File: src/rtl/irq_vec_pkg.sv
package irq_vec_pkg;

    typedef enum logic [1:0] {
        TAKE_NONE  = 2'd0,
        TAKE_RESET = 2'd1,
        TAKE_IRQ   = 2'd2
    } take_e;

    typedef struct packed {
        take_e      kind;
        logic [7:0] id;
    } decision_t;

    function automatic logic [31:0] vector_of(logic [31:0] base, logic [31:0] id);
        return base + (id << 1);
    endfunction

endpackage

File: src/rtl/ivc_pending.sv
module ivc_pending #(
    parameter int N = 16
) (
    input  logic         clk,
    input  logic         rst,
    input  logic [N-1:0] req,
    input  logic [N-1:0] clr_one,
    input  logic         clr_all,
    output logic [N-1:0] pend
);
    logic [N-1:0] prev_q;
    logic [N-1:0] pend_q;
    logic [N-1:0] rise;

    assign rise = req & ~prev_q;
    assign pend = pend_q;

    always_ff @(posedge clk) begin
        if (rst) begin
            prev_q <= '0;
            pend_q <= '0;
        end else begin
            prev_q <= req;
            if (clr_all) pend_q <= '0;
            else         pend_q <= (pend_q & ~clr_one) | rise;
        end
    end
endmodule

File: src/rtl/ivc_arbiter.sv
module ivc_arbiter #(
    parameter int N    = 16,
    parameter int ID_W = 5
) (
    input  logic            clk,
    input  logic            rst,
    input  logic [N-1:0]    elig,
    output logic            any,
    output logic [N-1:0]    grant,
    output logic [ID_W-1:0] idx
);
    always_comb begin
        grant = '0;
        idx   = '0;
        for (int i = N - 1; i >= 0; i--) begin
            if (elig[i]) begin
                grant    = '0;
                grant[i] = 1'b1;
                idx      = ID_W'(i);
            end
        end
    end
    assign any = |elig;

    assert_grant_onehot_R2: assert property (@(posedge clk) disable iff (rst)
        $onehot0(grant) && (any == (grant != '0)));

    assert_grant_lowest_R2: assert property (@(posedge clk) disable iff (rst)
        (((grant - 1'b1) & elig & {N{any}}) == '0));
endmodule

File: src/rtl/ivc_guard.sv
module ivc_guard #(
    parameter int              PC_W       = 12,
    parameter logic [PC_W-1:0] BOOT_START = 12'hC00
) (
    input  logic [PC_W-1:0] pc,
    input  logic            vec_sel,
    input  logic            lock_a,
    input  logic            lock_b,
    output logic            blocked
);
    logic in_boot;
    assign in_boot = (pc >= BOOT_START);
    assign blocked = (lock_a && !vec_sel && in_boot) ||
                     (lock_b &&  vec_sel && !in_boot);
endmodule

File: src/rtl/irq_vector_ctrl.sv
module irq_vector_ctrl
    import irq_vec_pkg::*;
#(
    parameter int              N_IRQ      = 16,
    parameter int              PC_W       = 12,
    parameter logic [PC_W-1:0] BOOT_START = 12'hC00,
    localparam int             ID_W       = $clog2(N_IRQ + 1)
) (
    input  logic             clk,
    input  logic             rst,
    input  logic             reset_req,
    input  logic [N_IRQ-1:0] irq_req,
    input  logic [N_IRQ-1:0] irq_en,
    input  logic             gie_set,
    input  logic             gie_clr,
    input  logic             boundary,
    input  logic             vec_sel,
    input  logic             lock_a,
    input  logic             lock_b,
    input  logic [PC_W-1:0]  pc,
    output logic             gie,
    output logic             ack,
    output logic [ID_W-1:0]  ack_id,
    output logic [PC_W-1:0]  vec_addr
);
    logic [N_IRQ-1:0] pend, elig, grant, clr_one;
    logic [ID_W-1:0]  idx;
    logic             any, blocked, clr_all;
    logic             gie_q, ack_q;
    logic [ID_W-1:0]  id_q;
    logic [PC_W-1:0]  vec_q;
    logic [PC_W-1:0]  base;
    decision_t        dec;

    ivc_pending #(.N(N_IRQ)) u_pending (
        .clk(clk), .rst(rst), .req(irq_req),
        .clr_one(clr_one), .clr_all(clr_all), .pend(pend)
    );

    assign elig = pend & irq_en & {N_IRQ{gie_q}};

    ivc_arbiter #(.N(N_IRQ), .ID_W(ID_W)) u_arbiter (
        .clk(clk), .rst(rst), .elig(elig),
        .any(any), .grant(grant), .idx(idx)
    );

    ivc_guard #(.PC_W(PC_W), .BOOT_START(BOOT_START)) u_guard (
        .pc(pc), .vec_sel(vec_sel), .lock_a(lock_a),
        .lock_b(lock_b), .blocked(blocked)
    );

    always_comb begin
        dec.kind = TAKE_NONE;
        dec.id   = '0;
        if (reset_req) begin
            dec.kind = TAKE_RESET;
        end else if (boundary && !blocked && any) begin
            dec.kind = TAKE_IRQ;
            dec.id   = 8'(idx) + 8'd1;
        end
    end

    assign clr_all = (dec.kind == TAKE_RESET);
    assign clr_one = (dec.kind == TAKE_IRQ) ? grant : '0;
    assign base    = vec_sel ? BOOT_START : '0;

    always_ff @(posedge clk) begin
        if (rst) begin
            gie_q <= 1'b0;
            ack_q <= 1'b0;
            id_q  <= '0;
            vec_q <= '0;
        end else begin
            ack_q <= (dec.kind != TAKE_NONE);
            if (dec.kind != TAKE_NONE) begin
                id_q  <= ID_W'(dec.id);
                vec_q <= PC_W'(vector_of(32'(base), 32'(dec.id)));
            end
            if (dec.kind != TAKE_NONE) gie_q <= 1'b0;
            else if (gie_set)          gie_q <= 1'b1;
            else if (gie_clr)          gie_q <= 1'b0;
        end
    end

    assign gie      = gie_q;
    assign ack      = ack_q;
    assign ack_id   = id_q;
    assign vec_addr = vec_q;

    assert_ack_gie_low_R7: assert property (@(posedge clk) disable iff (rst)
        ack |-> !gie);

    assert_irq_at_boundary_R6: assert property (@(posedge clk) disable iff (rst)
        (ack && ack_id != '0) |-> $past(boundary));

    assert_irq_not_blocked_R9: assert property (@(posedge clk) disable iff (rst)
        (ack && ack_id != '0) |-> !$past(blocked));

    assert_reset_taken_R5: assert property (@(posedge clk) disable iff (rst)
        ($past(reset_req) && !$past(rst)) |-> (ack && ack_id == '0));
endmodule

File: config.mk
export PLATFORM = sky130hd
export DESIGN_NAME = irq_vector_ctrl
export DESIGN_NICKNAME = d
export VERILOG_FILES = /design/src/rtl/irq_vec_pkg.sv /design/src/rtl/ivc_pending.sv /design/src/rtl/ivc_arbiter.sv /design/src/rtl/ivc_guard.sv /design/src/rtl/irq_vector_ctrl.sv
export SDC_FILE = /design/constraint.sdc
export NUM_CORES = 1
export LEC_CHECK = 0
export ABC_AREA = 1
export BUFFER_PORTS_ARGS = -buffer_cell sky130_fd_sc_hd__buf_4
export CORE_MARGIN = 2
export CORE_UTILIZATION = 53
export DETAILED_ROUTE_END_ITERATION = 12
export PLACE_DENSITY_LB_ADDON = 0.08
export SYNTH_ARGS = -nofsm -noshare
export SYNTH_HDL_FRONTEND = slang
export SYNTH_SLANG_ARGS = --single-unit
File: constraint.sdc
create_clock -name clk -period 4.2 [get_ports clk]
set_clock_uncertainty 0.2 [all_clocks]
set_input_delay 0.42 -clock clk [delete_from_list [all_inputs] [get_ports clk]]
set_output_delay 0.42 -clock clk [all_outputs]
set_load 0.02 [all_outputs]
==> qor.txt, run 1 <==
ranking of synthesized cells by area = dfxtp_1 40%, nand2_1 8.4%, inv_1 6.7%, nand3_1 5.9%, nor2_1 5.9%
Critical-path top delay cell = dfxtp_1
Max IR drop VDD = 0.218 mV
Yosys top cell by area = dfxtp_1
DRT iter0 DRCs = 59
Post-Route WL = 3790 µm
slack of the critical path = 1740 ps
top cell type's share of synthesized area = 39.7%
Req. time, crit path = 4170 ps
total of max-cap violations = 0
Total Power = 0.764 mW
crit-path cells = buf_4 > nand3_1 > nand2_1 > inv_2 > nand2_2 > nor2_4 > nand2_4 > nand2_4 > nor2_4 > nand3_1 > nor2_1 > nand2_1 > nand2_1 > a21oi_1
startpoint types = flop
First-pass DRT Iterations = 4
DR vias = 1768
grt met1 use = 24.1%
drt drc = 0
antenna cells = 0
cell count after synthesis = 278
mean routed wirelength per cell = 10.1 µm
Hold WC Path Type = in -> reg
Compound-Gate Fraction of Synth Area = 9.36%
Clk pin slew, worst setup/hold paths = 80 ps
synth warn = 0
Lkg Pwr = 1.28 nW
hpwl dp = 2920 µm
vias in the first global route = 1644
Filler Cell Count = 369
Hold Path Cell Cnt = 3
fin crit share = 58.6%
largest family of logic cells by synthesized area = simple AND/OR/NAND/NOR gates
CP Class = reg -> reg
clk buf depth = 2
Via-to-Cell Ratio = 4.69
power per cell area = 307 nW/µm²
combinational power share = 13.2%
post-CTS setup buffer count = 0
row count = 22
Synth Area in Adders = 0.620%
synthesized area = 2020 µm²
setup TNS = 0 ps
GRT met3 Usage = 4.28%
endpoints failing setup = 0
initial antenna violation count = 0
Worst-Skew Late Latency = 290 ps
most common cell after layout, fill and taps aside = buf_4
Sw Pwr = 0.184 mW
outcome = complete, no violations
Post-CTS Resized = 0
dpl ws = 1740 ps
Port Buffers = 56
starting density of the core = 55.2%
Ports = 72
area grow syn2layout = 23.0%
CTS tree = yes
Core ar. = 3660 µm²
syn avg cell area = 7.26 µm²
Clk pwr share = 34.0%
post-synthesis register bit count = 40
Tot GR Track Use = 20.0%
mux share of post-synthesis cell area = 0%
Yosys cell types = 29
Post-DRT Antenna Nets = 0
largest net degree at the start of global routing = 21
overall die width = 65.7 µm
die area = 4320 µm²
CP most frequent cell = nand2_1
Max FO, Critical Path = 20
Levels on crit path = 14
CP top delay family = simple AND/OR/NAND/NOR gates
Layout Utilization = 67.9%
Top Usage Layer GRT = met2
Clock Sinks = 40
Die Y = 65.7 µm
clock period minus worst slack = 2460 ps
crit path capture type = flop
first-pass GRT wire length = 6720 µm
simple-gate portion of the synthesized area = 35.4%
CTS root buf = clkbuf_8
CTS Hold Bufs = 0
Sw Ratio = 24.1%
H-tree depth = 2
total gr overflow = 0
Max stage delay on crit path = 360 ps
commonest non-fill, non-tap cells in the layout = 57 x buf_4, 45 x nand2_1, 40 x dfxtp_1, 36 x inv_1, 32 x nor2_1
RSZ-0062 raised after global routing = no
Num CTS Buffers = 5
layout cells sized above 1 = 31.9%
Final nets = 382
register area share after synthesis = 39.7%
XOR/XNOR Fraction of Synth Area = 0.434%
M2 GR Usage = 34.6%
Max Clk Rate = 407 MHz
pins over their slew limit = 0
Final GP Congestion = 0.769
Pint = 0.580 mW
Hold Vio Cnt, Final = 0
crit path buf inv count = 2
Seq pwr share = 52.8%
FF-to-FF path depth = 14
crit path DAT = 2430 ps
==> Yosys cell counts <==
master,number
conb_1,1
ha_1,1
o21ai_1,6
a22o_1,2
a21oi_1,18
nand3_2,8
o21a_1,1
inv_1,36
buf_1,2
a21boi_0,1
nor2_1,32
nand3_1,24
o211a_1,1
o21ai_0,4
nand4_1,4
a31oi_1,1
dfxtp_1,40
nand2_4,3
buf_6,3
nor2_4,2
clkbuf_1,2
or2_2,17
inv_2,6
nand3b_1,1
nand2_1,45
nand2_2,3
nor2_2,2
xor2_1,1
buf_4,11
==> worst paths after layout <==
check | from | slack [ps] | to
worst max-delay path | gie | 1740 | u_pending.pend[15]
worst min-delay path | irq_req[0] | 130 | u_pending.prev_q[0]
worst max register to register | gie | 1740 | u_pending.pend[15]
worst min register to register | u_pending.pend[3] | 260 | u_pending.pend[3]
==> power groups by stage <==
stage	clock, mW	sequential, mW	combinational (mW)
finish	0.260	0.403	0.101
global route	0.284	0.405	0.113
CTS	0.268	0.403	0.102
detailed placement	0	0.412	0.101
global placement	0	0.411	0.100
floorplan	0	0.413	0.0600
==> area by class of cell <==
class / count / area (µm²) / area share, %
Multi-Input combinational cell: 182 / 945 / 38.0
Sequential cell: 40 / 801 / 32.2
Timing Repair Buffer: 57 / 428 / 17.2
Inverter: 42 / 158 / 6.34
Clock buffer: 7 / 86.3 / 3.47
Tap cell: 48 / 60.1 / 2.42
Clock inverter: 1 / 7.51 / 0.302
==> stage by stage <==
stage / area [µm²] / cells / hold WS [ps]
floorplan: 2030 / 282 / 239
global placement: 2390 / 369 / 251
global route: 2480 / 377 / 132
detailed placement: 2390 / 369 / 255
CTS: 2480 / 377 / 129
finish: 2480 / 377 / 130
==> worst register-to-register path: stages (launching register included) <==
cell and delay (ps):
dfxtp_1 360, buf_4 280, nand3_1 220, nand2_1 150
inv_2 60, nand2_2 100, nor2_4 70, nand2_4 60
nand2_4 50, nor2_4 290, nand3_1 190, nor2_1 140
nand2_1 60, nand2_1 60, a21oi_1 50
==> flip-flops by register name, indices dropped and copies added (netlist names) <==
register and cells:
u_pending.pend 16, ack 1, u_pending.prev_q 16, ack_id 4, vec_addr 2, gie 1
==> logic make-up (layout without fill, tap and decap cells) <==
kind of cell	Yosys count	after routing
AND/OR/NAND/NOR	141	141
buffers and inverters	60	107
flip-flops	40	40
AO/OA/AOI/OAI	34	34
adder cells (fa/ha/maj)	1	1
other	1	5
XOR/XNOR	1	1
==> metal layers <==
layer / wire, µm / share of wire, %
met1: 1710 / 45
met2: 1760 / 46
met3: 243 / 6.4
met4: 77 / 2.0
met5: 0 / 0
(Power assumes the default switching activity.)
==> run 2: changes to the inputs <==
- CORE_UTILIZATION: 53 -> 49
- clock period: 4.2 -> 2.27 ns (I/O delays scaled with it)
==> run 2 against run 1 <==
  * Sequential share of layout area decreased by 3.3 points
  * Global-route usage decreased by 0.088 points
  * Wire length increased by 11%
  * Critical path type unchanged
  * Largest power group is now the clock network
  * Highest routed layer unchanged
==> qor.txt, run 2 (same netlist as run 1, synthesis figures left out) <==
Filler Cell Count = 348 (-5.7%)
Final GP Congestion = 0.782 (+1.7%)
dpl ws = 133 ps (-1610 ps)
FF-to-FF path depth = 11 (-3)
mean routed wirelength per cell = 10.5 µm (+4.8%)
startpoint types = flop
H-tree depth = 2 (unchanged)
vias in the first global route = 1659 (+0.91%)
Ports = 72 (unchanged)
largest net degree at the start of global routing = 21 (unchanged)
DRT iter0 DRCs = 58 (-1.7%)
Hold Path Cell Cnt = 3 (unchanged)
crit path capture type = flop
Lkg Pwr = 1.41 nW (+10%)
worst r2r src = gie
area grow syn2layout = 37.1%
Critical-path top delay cell = dfxtp_2
RSZ-0062 raised after global routing = no
hpwl dp = 3050 µm (+4.2%)
most common cell after layout, fill and taps aside = buf_4
Via-to-Cell Ratio = 4.61 (-1.8%)
clock period minus worst slack = 2050 ps (-412 ps)
crit path DAT = 2030 ps (-400 ps)
total gr overflow = 0 (unchanged)
slack of the critical path = 222 ps (-1520 ps)
Core ar. = 3970 µm² (+8.5%)
DR vias = 1842 (+4.2%)
outcome = complete, no violations
CP most frequent cell = nand2_1
Die Y = 68.2 µm (+3.8%)
Final nets = 403 (+5.5%)
die area = 4650 µm² (+7.7%)
Max stage delay on crit path = 370 ps (about the same)
Reg-to-Reg End = ack_id[1]
Hold WC Path Type = in -> reg
Clock Sinks = 40 (unchanged)
drt drc = 0 (unchanged)
CP top delay family = simple AND/OR/NAND/NOR gates
Max FO, Critical Path = 20 (unchanged)
First-pass DRT Iterations = 4 (unchanged)
crit-path cells = buf_12 > nand4_1 > nand3_1 > nand2_1 > nand2_1 > nand2_1 > nand2_1 > nand2_1 > a21boi_1 > ha_1 > a22o_1
starting density of the core = 50.9% (-4.3 points)
reg2reg setup slack = 220 ps (-1520 ps)
first-pass GRT wire length = 6860 µm (+2.1%)
antenna cells = 0 (unchanged)
hold path endpoint = gie
Req. time, crit path = 2250 ps (-1920 ps)
Num CTS Buffers = 5 (unchanged)
crit path buf inv count = 1 (-1)
Post-Route WL = 4220 µm (+11%)
commonest non-fill, non-tap cells in the layout = 59 x buf_4, 45 x nand2_1, 39 x dfxtp_1, 36 x inv_1, 32 x nor2_1
Tot GR Track Use = 19.9% (-0.088 points)
Port Buffers = 56 (unchanged)
row count = 23 (+4.5%)
Max IR drop VDD = 0.397 mV (+82%)
clk buf depth = 2 (unchanged)
setup TNS = 0 ps (unchanged)
overall die width = 68.2 µm (+3.8%)
Clk pin slew, worst setup/hold paths = 70 ps (about the same)
total of max-cap violations = 0 (unchanged)
power per cell area = 635 nW/µm² (+110%)
CTS tree = yes
endpoints failing setup = 0 (unchanged)
Hold Path Origin = gie_clr
Hold Vio Cnt, Final = 0 (unchanged)
initial antenna violation count = 0 (unchanged)
fin crit share = 90.2% (+32 points)
CP Class = reg -> reg
layout cells sized above 1 = 31.4% (-0.49 points)
pins over their slew limit = 0 (unchanged)
Post-DRT Antenna Nets = 0 (unchanged)
Max Clk Rate = 488 MHz (+20%)
Worst-Skew Late Latency = 290 ps (about the same)
CTS root buf = clkbuf_8
run 2: cell types whose count changed in the layout (fill, tap and decap cells not counted), sizes merged:
cell         previous run  this run
bufinv                  0         3
buf                    57        60
clkinvlp                1         0
clkbuf                  7         5
dlygate4sd3             0        18
run 2: worst max path at each step:
| stage | endpoint | cells past startpoint | startpoint | slack (ps) |
|---|---|---|---|---|
| after floorplan | ack_id[1] | 13 | gie | 170 |
| after global placement | ack_id[1] | 11 | gie | 130 |
| after detailed placement | ack_id[1] | 11 | gie | 130 |
| after CTS | ack_id[1] | 11 | gie | 80 |
| after global routing | ack_id[2] | 12 | gie | 20 |
| final | ack_id[1] | 11 | gie | 220 |
run 2: timing repair:
action	in CTS	in global routing
hold buffers	18	0
setup endpoints to repair	0	3
hold endpoints to repair	18	0
gates resized for setup	0	2
setup buffers	0	0
run 2: power breakdown:
group          internal [mW]  switching (mW)  total [mW]
clock                  0.550           0.247       0.796
sequential             0.733          0.0132       0.746
combinational          0.116           0.101       0.217
total                   1.40           0.361        1.76
run 2: routing by layer:
metal	part of all wire (%)	vias up	global-route usage, %	wire length [µm]
li1	-	999	-	-
met1	47	789	23.5	1990
met2	47	49	34.0	1970
met3	4.8	5	5.10	202
met4	1.2	0	8.25	52
met5	0	-	0	0
run 2: area by class of cell:
type / instances / area (µm²) / share of cell area, %
clock buffer: 5 / 68.8 / 2.49
tap: 50 / 62.6 / 2.26
sequential: 40 / 802 / 29.0
multi-input combinational: 182 / 945 / 34.1
inverter: 42 / 158 / 5.69
clock inverter: 3 / 90.1 / 3.25
timing repair buffer: 78 / 643 / 23.2
run 2: metrics by stage:
stage | cell area, µm² | power [mW] | std cells | utilization (%) | hold WS [ps]
floorplan | 2030 | 0.876 | 282 | - | 147
global placement | 2430 | 0.951 | 374 | 61.2 | 233
detailed placement | 2430 | 0.954 | 374 | 61.2 | 244
CTS | 2770 | 1.78 | 400 | 69.7 | 31.8
global route | 2770 | 1.84 | 400 | 69.7 | 31.1
finish | 2770 | 1.76 | 400 | 69.7 | 34.6
run 2: worst min-delay path: stages:
cell and delay, ps:
buf_4 80, nor2_1 30, o21a_1 150
